**config.mk**
```make
export PLATFORM = sky130hd
export DESIGN_NAME = entropy_health_gate
export DESIGN_NICKNAME = d
export VERILOG_FILES = /design/src/rtl/ehm_pkg.sv /design/src/rtl/ehm_datapath.sv /design/src/rtl/ehm_control.sv /design/src/rtl/entropy_health_gate.sv
export SDC_FILE = /design/constraint.sdc
export NUM_CORES = 2
export LEC_CHECK = 0
export BUFFER_PORTS_ARGS = -buffer_cell sky130_fd_sc_hd__buf_2
export CAP_MARGIN = 20
export CORE_MARGIN = 2
export CORE_UTILIZATION = 56
export DETAILED_ROUTE_END_ITERATION = 10
export PLACE_DENSITY = 0.79
export SLEW_MARGIN = 20
export SYNTH_ARGS = -nofsm -noshare
export SYNTH_HDL_FRONTEND = slang
export SYNTH_HIERARCHICAL = 1
export SYNTH_SLANG_ARGS = --single-unit
```
**constraint.sdc**
```tcl
create_clock -name clk -period 4.13 [get_ports clk]
set_input_delay 0.2065 -clock clk [delete_from_list [all_inputs] [get_ports clk]]
set_output_delay 0.2065 -clock clk [all_outputs]
set_load 0.005 [all_outputs]
```
**src/rtl/ehm_pkg.sv**
```systemverilog
package ehm_pkg;
  // strobes from control to datapath
  typedef struct packed {
    logic       katMode;   // grader fed by internal patterns
    logic [1:0] katSel;    // which self-test pattern
    logic       accClear;  // drop partial pair
    logic       accWr;     // write current sample into pair
    logic       accSlotB;  // 0: upper half, 1: lower half
    logic       seedFire;  // release the pair with this write
  } ehmCtl_t;
endpackage

```
**src/rtl/ehm_datapath.sv**
```systemverilog
module ehm_datapath
  import ehm_pkg::*;
#(
  parameter int SAMPLE_W = 256,
  parameter int MAX_RUN  = 32,
  parameter int ONES_LO  = 96,
  parameter int ONES_HI  = 160
) (
  input  logic                  clk,
  input  logic                  rstN,
  input  logic                  bitValid,
  input  logic                  bitIn,
  input  ehmCtl_t               ctl,
  output logic                  sampleStrobe,
  output logic                  sampleHealthy,
  output logic                  seedValid,
  output logic [2*SAMPLE_W-1:0] seedData,
  output logic [1:0]            seedTag
);
  localparam int CNT_W  = $clog2(SAMPLE_W);
  localparam int ONES_W = $clog2(SAMPLE_W + 1);
  localparam int RUN_W  = $clog2(MAX_RUN + 2);
  localparam logic [CNT_W-1:0]  LAST_POS = CNT_W'(SAMPLE_W - 1);
  localparam logic [CNT_W-1:0]  HALF_POS = CNT_W'(SAMPLE_W / 2);
  localparam logic [RUN_W-1:0]  RUN_CAP  = RUN_W'(MAX_RUN + 1);
  localparam logic [RUN_W-1:0]  RUN_MAX  = RUN_W'(MAX_RUN);
  localparam logic [ONES_W-1:0] LO_V     = ONES_W'(ONES_LO);
  localparam logic [ONES_W-1:0] HI_V     = ONES_W'(ONES_HI);

  logic [CNT_W-1:0]    bitCnt;
  logic [SAMPLE_W-1:0] shReg, sampleWord;
  logic [ONES_W-1:0]   onesCnt, onesNext;
  logic [RUN_W-1:0]    runLen, runNext;
  logic                lastBit, runBad, badNext;
  logic                patBit, curBit, takeBit, firstBit;
  logic [SAMPLE_W-1:0] wordNext;

  // self-test pattern generator, position counted from the MSB
  always_comb begin
    case (ctl.katSel)
      2'd0:    patBit = ~bitCnt[0];
      2'd1:    patBit = 1'b1;
      2'd2:    patBit = (bitCnt >= HALF_POS);
      default: patBit = (bitCnt[1:0] == 2'b00);
    endcase
  end

  assign takeBit  = ctl.katMode | bitValid;
  assign curBit   = ctl.katMode ? patBit : bitIn;
  assign firstBit = (bitCnt == '0);
  assign wordNext = {shReg[SAMPLE_W-2:0], curBit};

  // streaming run and population test
  always_comb begin
    if (firstBit || curBit != lastBit) runNext = RUN_W'(1);
    else if (runLen == RUN_CAP)        runNext = RUN_CAP;
    else                               runNext = runLen + RUN_W'(1);
    badNext  = (!firstBit && runBad) || (runNext > RUN_MAX);
    onesNext = (firstBit ? '0 : onesCnt) + ONES_W'(curBit);
  end

  always_ff @(posedge clk) begin
    if (!rstN) begin
      bitCnt        <= '0;
      shReg         <= '0;
      sampleWord    <= '0;
      onesCnt       <= '0;
      runLen        <= '0;
      lastBit       <= 1'b0;
      runBad        <= 1'b0;
      sampleStrobe  <= 1'b0;
      sampleHealthy <= 1'b0;
    end else begin
      sampleStrobe <= 1'b0;
      if (takeBit) begin
        shReg   <= wordNext;
        lastBit <= curBit;
        runLen  <= runNext;
        runBad  <= badNext;
        onesCnt <= onesNext;
        if (bitCnt == LAST_POS) begin
          bitCnt        <= '0;
          sampleWord    <= wordNext;
          sampleHealthy <= !badNext && (onesNext >= LO_V) && (onesNext <= HI_V);
          sampleStrobe  <= 1'b1;
        end else begin
          bitCnt <= bitCnt + CNT_W'(1);
        end
      end
    end
  end

  // pair accumulator with XOR folding
  logic [SAMPLE_W-1:0] slotA, slotB, slotBNext;
  logic                loadedA, loadedB, tagA, tagB, tagBNext;

  assign slotBNext = loadedB ? (slotB ^ sampleWord) : sampleWord;
  assign tagBNext  = (loadedB && tagB) || sampleHealthy;

  always_ff @(posedge clk) begin
    if (!rstN) begin
      slotA     <= '0;
      slotB     <= '0;
      loadedA   <= 1'b0;
      loadedB   <= 1'b0;
      tagA      <= 1'b0;
      tagB      <= 1'b0;
      seedValid <= 1'b0;
      seedData  <= '0;
      seedTag   <= '0;
    end else begin
      seedValid <= 1'b0;
      if (ctl.accClear) begin
        slotA   <= '0;
        slotB   <= '0;
        loadedA <= 1'b0;
        loadedB <= 1'b0;
        tagA    <= 1'b0;
        tagB    <= 1'b0;
      end else if (ctl.accWr) begin
        if (!ctl.accSlotB) begin
          slotA   <= loadedA ? (slotA ^ sampleWord) : sampleWord;
          tagA    <= (loadedA && tagA) || sampleHealthy;
          loadedA <= 1'b1;
        end else if (ctl.seedFire) begin
          seedValid <= 1'b1;
          seedData  <= {slotA, slotBNext};
          seedTag   <= {tagA, tagBNext};
          slotA     <= '0;
          slotB     <= '0;
          loadedA   <= 1'b0;
          loadedB   <= 1'b0;
          tagA      <= 1'b0;
          tagB      <= 1'b0;
        end else begin
          slotB   <= slotBNext;
          tagB    <= tagBNext;
          loadedB <= 1'b1;
        end
      end
    end
  end
endmodule

```
**src/rtl/ehm_control.sv**
```systemverilog
module ehm_control
  import ehm_pkg::*;
#(
  parameter int SAMPLE_W   = 256,
  parameter int WIN_LEN    = 256,
  parameter int WIN_THRESH = 240
) (
  input  logic    clk,
  input  logic    rstN,
  input  logic    sampleStrobe,
  input  logic    sampleHealthy,
  output ehmCtl_t ctl,
  output logic    sourceReady,
  output logic    windowFail,
  output logic    startFail
);
  localparam int CNT_W   = $clog2(SAMPLE_W);
  localparam int KAT_CYC = 4 * SAMPLE_W;
  localparam int KC_W    = $clog2(KAT_CYC + 1);
  localparam int WC_W    = $clog2(WIN_LEN + 1);
  localparam logic [KC_W-1:0] KAT_END = KC_W'(KAT_CYC);
  localparam logic [WC_W-1:0] WIN_V   = WC_W'(WIN_LEN);
  localparam logic [WC_W-1:0] TH_V    = WC_W'(WIN_THRESH);

  logic [KC_W-1:0]    katCyc;
  logic [2:0]         katSeen;
  logic [WIN_LEN-1:0] hist;
  logic [WC_W-1:0]    winCnt, cntNext, seenCnt, seenNext;
  logic               ptrB;
  logic [1:0]         hCnt, hNext;
  logic               katPhase, rawStrobe, probDone, failNow, readyNext;

  assign katPhase  = (katSeen != 3'd4);
  assign rawStrobe = sampleStrobe && !katPhase;
  assign cntNext   = winCnt + WC_W'(sampleHealthy) - WC_W'(hist[WIN_LEN-1]);
  assign seenNext  = (seenCnt == WIN_V) ? WIN_V : seenCnt + WC_W'(1);
  assign probDone  = (seenNext == WIN_V);
  assign failNow   = probDone && (cntNext < TH_V);
  assign readyNext = probDone && !failNow && !windowFail && !startFail;
  assign hNext     = (hCnt == 2'd2) ? 2'd2 : hCnt + {1'b0, sampleHealthy};

  always_comb begin
    ctl          = '0;
    ctl.katMode  = (katCyc != KAT_END);
    ctl.katSel   = katCyc[CNT_W+1:CNT_W];
    ctl.accClear = !sourceReady;
    ctl.accWr    = rawStrobe && sourceReady;
    ctl.accSlotB = ptrB;
    ctl.seedFire = rawStrobe && sourceReady && ptrB && (hNext == 2'd2) && !failNow;
  end

  always_ff @(posedge clk) begin
    if (!rstN) begin
      katCyc      <= '0;
      katSeen     <= '0;
      startFail   <= 1'b0;
      hist        <= '0;
      winCnt      <= '0;
      seenCnt     <= '0;
      windowFail  <= 1'b0;
      sourceReady <= 1'b0;
      ptrB        <= 1'b0;
      hCnt        <= '0;
    end else begin
      if (katCyc != KAT_END) katCyc <= katCyc + KC_W'(1);
      if (sampleStrobe && katPhase) begin
        katSeen <= katSeen + 3'd1;
        if (sampleHealthy != (katSeen == 3'd0)) startFail <= 1'b1;
      end
      if (rawStrobe) begin
        hist        <= {hist[WIN_LEN-2:0], sampleHealthy};
        winCnt      <= cntNext;
        seenCnt     <= seenNext;
        sourceReady <= readyNext;
        if (failNow) windowFail <= 1'b1;
        if (!readyNext || ctl.seedFire) begin
          ptrB <= 1'b0;
          hCnt <= '0;
        end else if (sourceReady) begin
          ptrB <= !ptrB;
          hCnt <= hNext;
        end
      end
    end
  end
endmodule

```
**src/rtl/entropy_health_gate.sv**
```systemverilog
module entropy_health_gate
  import ehm_pkg::*;
#(
  parameter int SAMPLE_W   = 256,
  parameter int WIN_LEN    = 256,
  parameter int WIN_THRESH = 240,
  parameter int MAX_RUN    = 32,
  parameter int ONES_LO    = 96,
  parameter int ONES_HI    = 160
) (
  input  logic                  clk,
  input  logic                  rstN,
  input  logic                  bitValid,
  input  logic                  bitIn,
  output logic                  seedValid,
  output logic [2*SAMPLE_W-1:0] seedData,
  output logic [1:0]            seedTag,
  output logic                  sourceReady,
  output logic                  windowFail,
  output logic                  startFail
);
  ehmCtl_t ctl;
  logic    sampleStrobe, sampleHealthy;

  ehm_datapath #(
    .SAMPLE_W(SAMPLE_W), .MAX_RUN(MAX_RUN), .ONES_LO(ONES_LO), .ONES_HI(ONES_HI)
  ) i_datapath (
    .clk(clk), .rstN(rstN), .bitValid(bitValid), .bitIn(bitIn), .ctl(ctl),
    .sampleStrobe(sampleStrobe), .sampleHealthy(sampleHealthy),
    .seedValid(seedValid), .seedData(seedData), .seedTag(seedTag)
  );

  ehm_control #(
    .SAMPLE_W(SAMPLE_W), .WIN_LEN(WIN_LEN), .WIN_THRESH(WIN_THRESH)
  ) i_control (
    .clk(clk), .rstN(rstN), .sampleStrobe(sampleStrobe), .sampleHealthy(sampleHealthy),
    .ctl(ctl), .sourceReady(sourceReady), .windowFail(windowFail), .startFail(startFail)
  );
endmodule

```
Word level (Yosys, flattened, before mapping). Cells that the tools add are included.

Bits in latches: 0. Bits of input ports: 4. Flip-flop bits (word level): 1863. Memories: 0. RAM bits: 0. Bits in read-only memories: 0.

Mux-type cells: 24. Magnitude comparators: 5. Equality and inequality tests: 13. Div/mod/pow operators: 0. Shift-type cells: 0. Add/sub/neg operators: 9. Bitwise gates (word level): 4. Reduce and logical (&&, ||, !) cells: 43. Multiply operators: 0.

Operators by type and width (count): $mux 256 (5); $xor 256x256->256 (2); $add 9x1->9 (2); $eq 9x9->1 const B (2); $mux 9 (2); $reduce_and 2->1 (8); $logic_and 1x1->1 (15); $mux 6 (2); $add 11x1->11 const B (1); $ne 11x11->1 const B (1); $mux 1 (10); $add 9x1->9 const B (1); $ge 9x7->1 const B (1); $le 9x8->1 const B (1); $lt 9x8->1 const B (1); $sub 9x1->9 (1); $add 8x1->8 const B (1); $eq 8x8->1 const B (1); $ge 8x8->1 const B (1); $logic_not 1->1 (8); $logic_not 8->1 (1); $mux 8 (1); $reduce_and 4->1 (2); $add 6x1->6 const B (1); other kinds (17) (27).

Logic depth before layout (Yosys ltp).
Word-level depth: 12. Mapped depth: 21. Mapped depth without buffers: 16.

Hierarchy. Netlist, hierarchy kept.

By module, submodules not included: ehm_datapath (seq. area each 31390.1 µm², area each 69945.8 µm², cells each 9094, instances 1); ehm_control (seq. area each 5885.6 µm², area each 11018.1 µm², cells each 1402, instances 1).

Least setup slack after synthesis. Ideal clock, no wire load.

Path type: reg2reg. Start point: reg i_control.winCnt[0]. End point: reg i_datapath.seedData[461]. Setup slack: 0.385 ns. Arrival: 3.613 ns. Data required time: 3.998 ns. Stages on the path, launching flop included: 22. Buffers on the path: 5. Path through: dfxtp_1 -> inv_1 -> ha_1 -> inv_1 -> ha_1 -> inv_1 -> fa_1 -> nand2b_1 -> a31oi_1 -> xnor2_1 -> and4b_1 -> buf_2 -> nor3_1 -> nor4_1 -> buf_2 -> inv_1 -> or3_1 -> buf_2 -> clkbuf_1 -> clkbuf_1 -> nand2_1 -> a21oi_1.

RTL lines: start: declaration (line ehm_control.sv:28) `logic [WC_W-1:0] winCnt, cntNext, seenCnt, seenNext;`; start signal: assignment (line ehm_control.sv:72) `winCnt <= cntNext;`; end signal: assignment (line ehm_datapath.sv:127) `seedData <= {slotA, slotBNext};`; end: declaration (line ehm_datapath.sv:17) `output logic [2*SAMPLE_W-1:0] seedData,`.

==> results.json <==
{
  "cts_tree": "yes",
  "cpPeakStageDelay_ns": 0.37,
  "fin_crit_sh": 0.971,
  "hp-class": "input pin to register",
  "antenna_found_initial": 0,
  "hpwl_um": 126000,
  "die_x_um": 384,
  "wire_per_inst_um": 16.3,
  "rows": 139,
  "initial_utilization": 0.564,
  "crit_top_cell": "inv_1",
  "async_reset_ff_frac": 0,
  "clockBufferDepth": 3,
  "relSlewSlack": 0.0720,
  "crit_fanout": 43,
  "grt_pass1_vias": 64200,
  "routed_wl_um": 203000,
  "power_density_mw_per_mm2": 394,
  "drive_above_1_share": 0.102,
  "clk_pin_slew_ns": 0.06,
  "synth_nets": 10523,
  "finalSetupViolations": 0,
  "setup_slack_ns": 0.122,
  "cts_buffers": 186,
  "whs_endpoint": "i_datapath/shReg[69]",
  "yosysMostFrequentCell": "nand2_1",
  "rsz0062_at_grt": "yes",
  "crit_start": "i_control/winCnt[0]",
  "synth_area_mm2": 0.0810,
  "critical_path_required_ns": 4.81,
  "firstDrtPassIters": 6,
  "clock-sinks": 1862,
  "synth_edf_count": 0,
  "grt_max_degree": 164,
  "layout.cells.non_filler": 12451,
  "ir_drop_uv": 348,
  "dieArea_mm2": 0.148,
  "whs_ns": 0.0821,
  "synth_top_area_frac": 0.460,
  "min-delay-start": "bitValid",
  "avgViaCountPerCell": 5.63,
  "cp-start-kind": "register",
  "portBuffers": 521,
  "worst_pin_slew_ns": 1.39,
  "finalHoldViolations": 0,
  "status": "finished, final reports clean",
  "slew_violations": 0,
  "crit_arrival_ns": 4.69,
  "synthToLayoutAreaGrowth_pct": 12.0,
  "io_pins": 522,
  "yosys_warnings": 6,
  "maxCapViolations": 0,
  "yosysTopAreaCell": "dfxtp_1",
  "crit_chain": "inv_1 > ha_1 > inv_1 > ha_1 > inv_1 > fa_1 > nand2b_1 > a21oi_2 > o22ai_2 > xnor3_2 > nor3_2 > nor4_2 > buf_4 > buf_4 > o21ai_4 > buf_12 > buf_12 > o21ai_0 > a22oi_1 > nor2_1",
  "pre_cts_slack_ns": 0.00332,
  "leakagePower_uw": 0.0333,
  "cts_root_buffer": "clkbuf_16",
  "grt_overflow": 0,
  "clock_latency_ns": 0.81,
  "htreeDepth": 4,
  "die_h_um": 384,
  "synth.distinct_cells": 71,
  "placed_cells": 12101,
  "yosys_register_bits": 1862,
  "tns_ns": 0,
  "worstSetupPathType": "register to register",
  "grt_pass1_wl_um": 323000,
  "fin_skew_ns": 0.0389,
  "coreArea_mm2": 0.143,
  "reg2reg_setup_slack_ns": 0.12,
  "r2r_end": "i_datapath/slotA[152]",
  "rr_worst_depth": 20,
  "slowest_stage": "fa_1",
  "final_area_mm2": 0.0907,
  "syn_avg_cell_area_um2": 7.71,
  "vias": 70059,
  "synth_seq_area_share": 0.460,
  "diodes": 0,
  "synth_area_leaders": "dfxtp_1 46%, nand2_1 13%, a21oi_1 9.8%",
  "nets": 10426,
  "fmax_mhz": 249,
  "syn_inst": 10496,
  "yosys-top-cells-count": "2863 x nand2_1, 1862 x dfxtp_1, 1578 x a21oi_1",
  "synth_flop_cell": "dfxtp_1",
  "place_area_mm2": 0.0840,
  "remaining_drc_errors": 0,
  "gp_congestion": 0.823,
  "grt.total_usage": 0.260,
  "finalCriticalPeriod_ns": 4.01,
  "ant_nets": 0,
  "rr_startpoint": "i_control/winCnt[0]",
  "worst_hold_path.num_cells": 5,
  "drt_iter0_markers": 6027,
  "end_kind": "register"
}
## worst max-delay path, delay by kind of cell, from the launching register on
kind                     cells  cell delay, ns
flip-flops                   1            0.33
adder cells (fa/ha/maj)      3            0.82
AO/OA/AOI/OAI                5            0.88
buffers and inverters        7            0.96
AND/OR/NAND/NOR              4            0.57
XOR/XNOR                     1            0.26
## flip-flops by register name, summed over array words and instances, names as in the netlist, 2 cells and up
signal / count
i_datapath/bitCnt: 8
i_control/katCyc: 11
i_datapath/shReg: 255
i_datapath/runLen: 6
i_control/seenCnt: 9
i_datapath/sampleWord: 256
i_datapath/slotB: 256
i_datapath/seedTag: 2
i_control/hist: 256
i_datapath/onesCnt: 9
i_datapath/slotA: 256
i_control/katSeen: 3
i_control/hCnt: 2
i_control/winCnt: 9
i_datapath/seedData: 512
## layer usage
layer,part of all wire,track usage
met5,0,0
met4,0.031,0.0924
met3,0.057,0.0341
met2,0.47,0.433
met1,0.44,0.344
## power by group
group / leakage (uW) / internal [uW] / switching, uW / total (uW)
Combinational: 0.0151 / 53.6 / 250 / 304
Sequential: 0.0150 / 18000 / 11.9 / 18000
Clock: 0.00316 / 10400 / 7120 / 17500
## layout by cell type (no fill, tap or decap), drive strengths merged, types with 22 or more instances in the layout
cell / synthesis / layout
dfxtp: 1862 / 1862
clkinv: 0 / 43
clkbuf: 639 / 273
nand2: 2863 / 2863
inv: 37 / 40
nand2b: 259 / 259
nor2: 831 / 831
ha: 22 / 22
a211oi: 268 / 268
nand3b: 263 / 263
buf: 384 / 731
a21oi: 1578 / 1578
a22oi: 259 / 259
o21ai: 284 / 284
xor2: 783 / 783
## kinds of logic (layout without fill, tap and decap cells)
family	after synthesis	in the layout	synth area share
compound gates	2433	2433	0.169
xor+xnor	795	795	0.0862
fa+ha+maj	23	23	0.00365
buf+inv	1060	1112	0.0564
flops	1862	1862	0.460
mux	2	2	0.000278
simple gates	4321	4321	0.224
## through the flow
step | util | total power, uW
5_1_grt | 0.632 | 36800
6_report | 0.632 | 35800
3_5_place_dp | 0.585 | 18700
3_3_place_gp | 0.585 | 18700
4_1_cts | 0.630 | 36000
2_1_floorplan | - | 18600
## layout make-up
cell class / instances / area, um^2
timing repair buffer: 738 / 5270
sequential: 1862 / 37300
clock inverter: 70 / 890
fill: 11840 / 52800
tap: 1903 / 2380
multi-input combinational: 7574 / 39200
clock buffer: 267 / 5500
inverter: 37 / 159
## repair_timing
item,4_1_cts,5_1_grt
hold buffers,1,0
buffers inserted,0,4
setup endpoints to repair,0,601
resized for setup,0,32
hold endpoints to repair,13,0
## how the worst max path moves through the flow
stage / slack, ns / depth (start not counted) / to
floorplan: 0.38 / 21 / i_datapath/seedData[461]
detailed placement: 0.003 / 18 / i_datapath/seedData[161]
CTS: 0.007 / 18 / i_datapath/seedData[161]
global placement: 0.06 / 18 / i_datapath/seedData[160]
global route: -0.06 / 20 / i_datapath/slotA[169]
finish: 0.12 / 20 / i_datapath/slotA[152]
No activity file was read; power rests on OpenSTA's default activity.
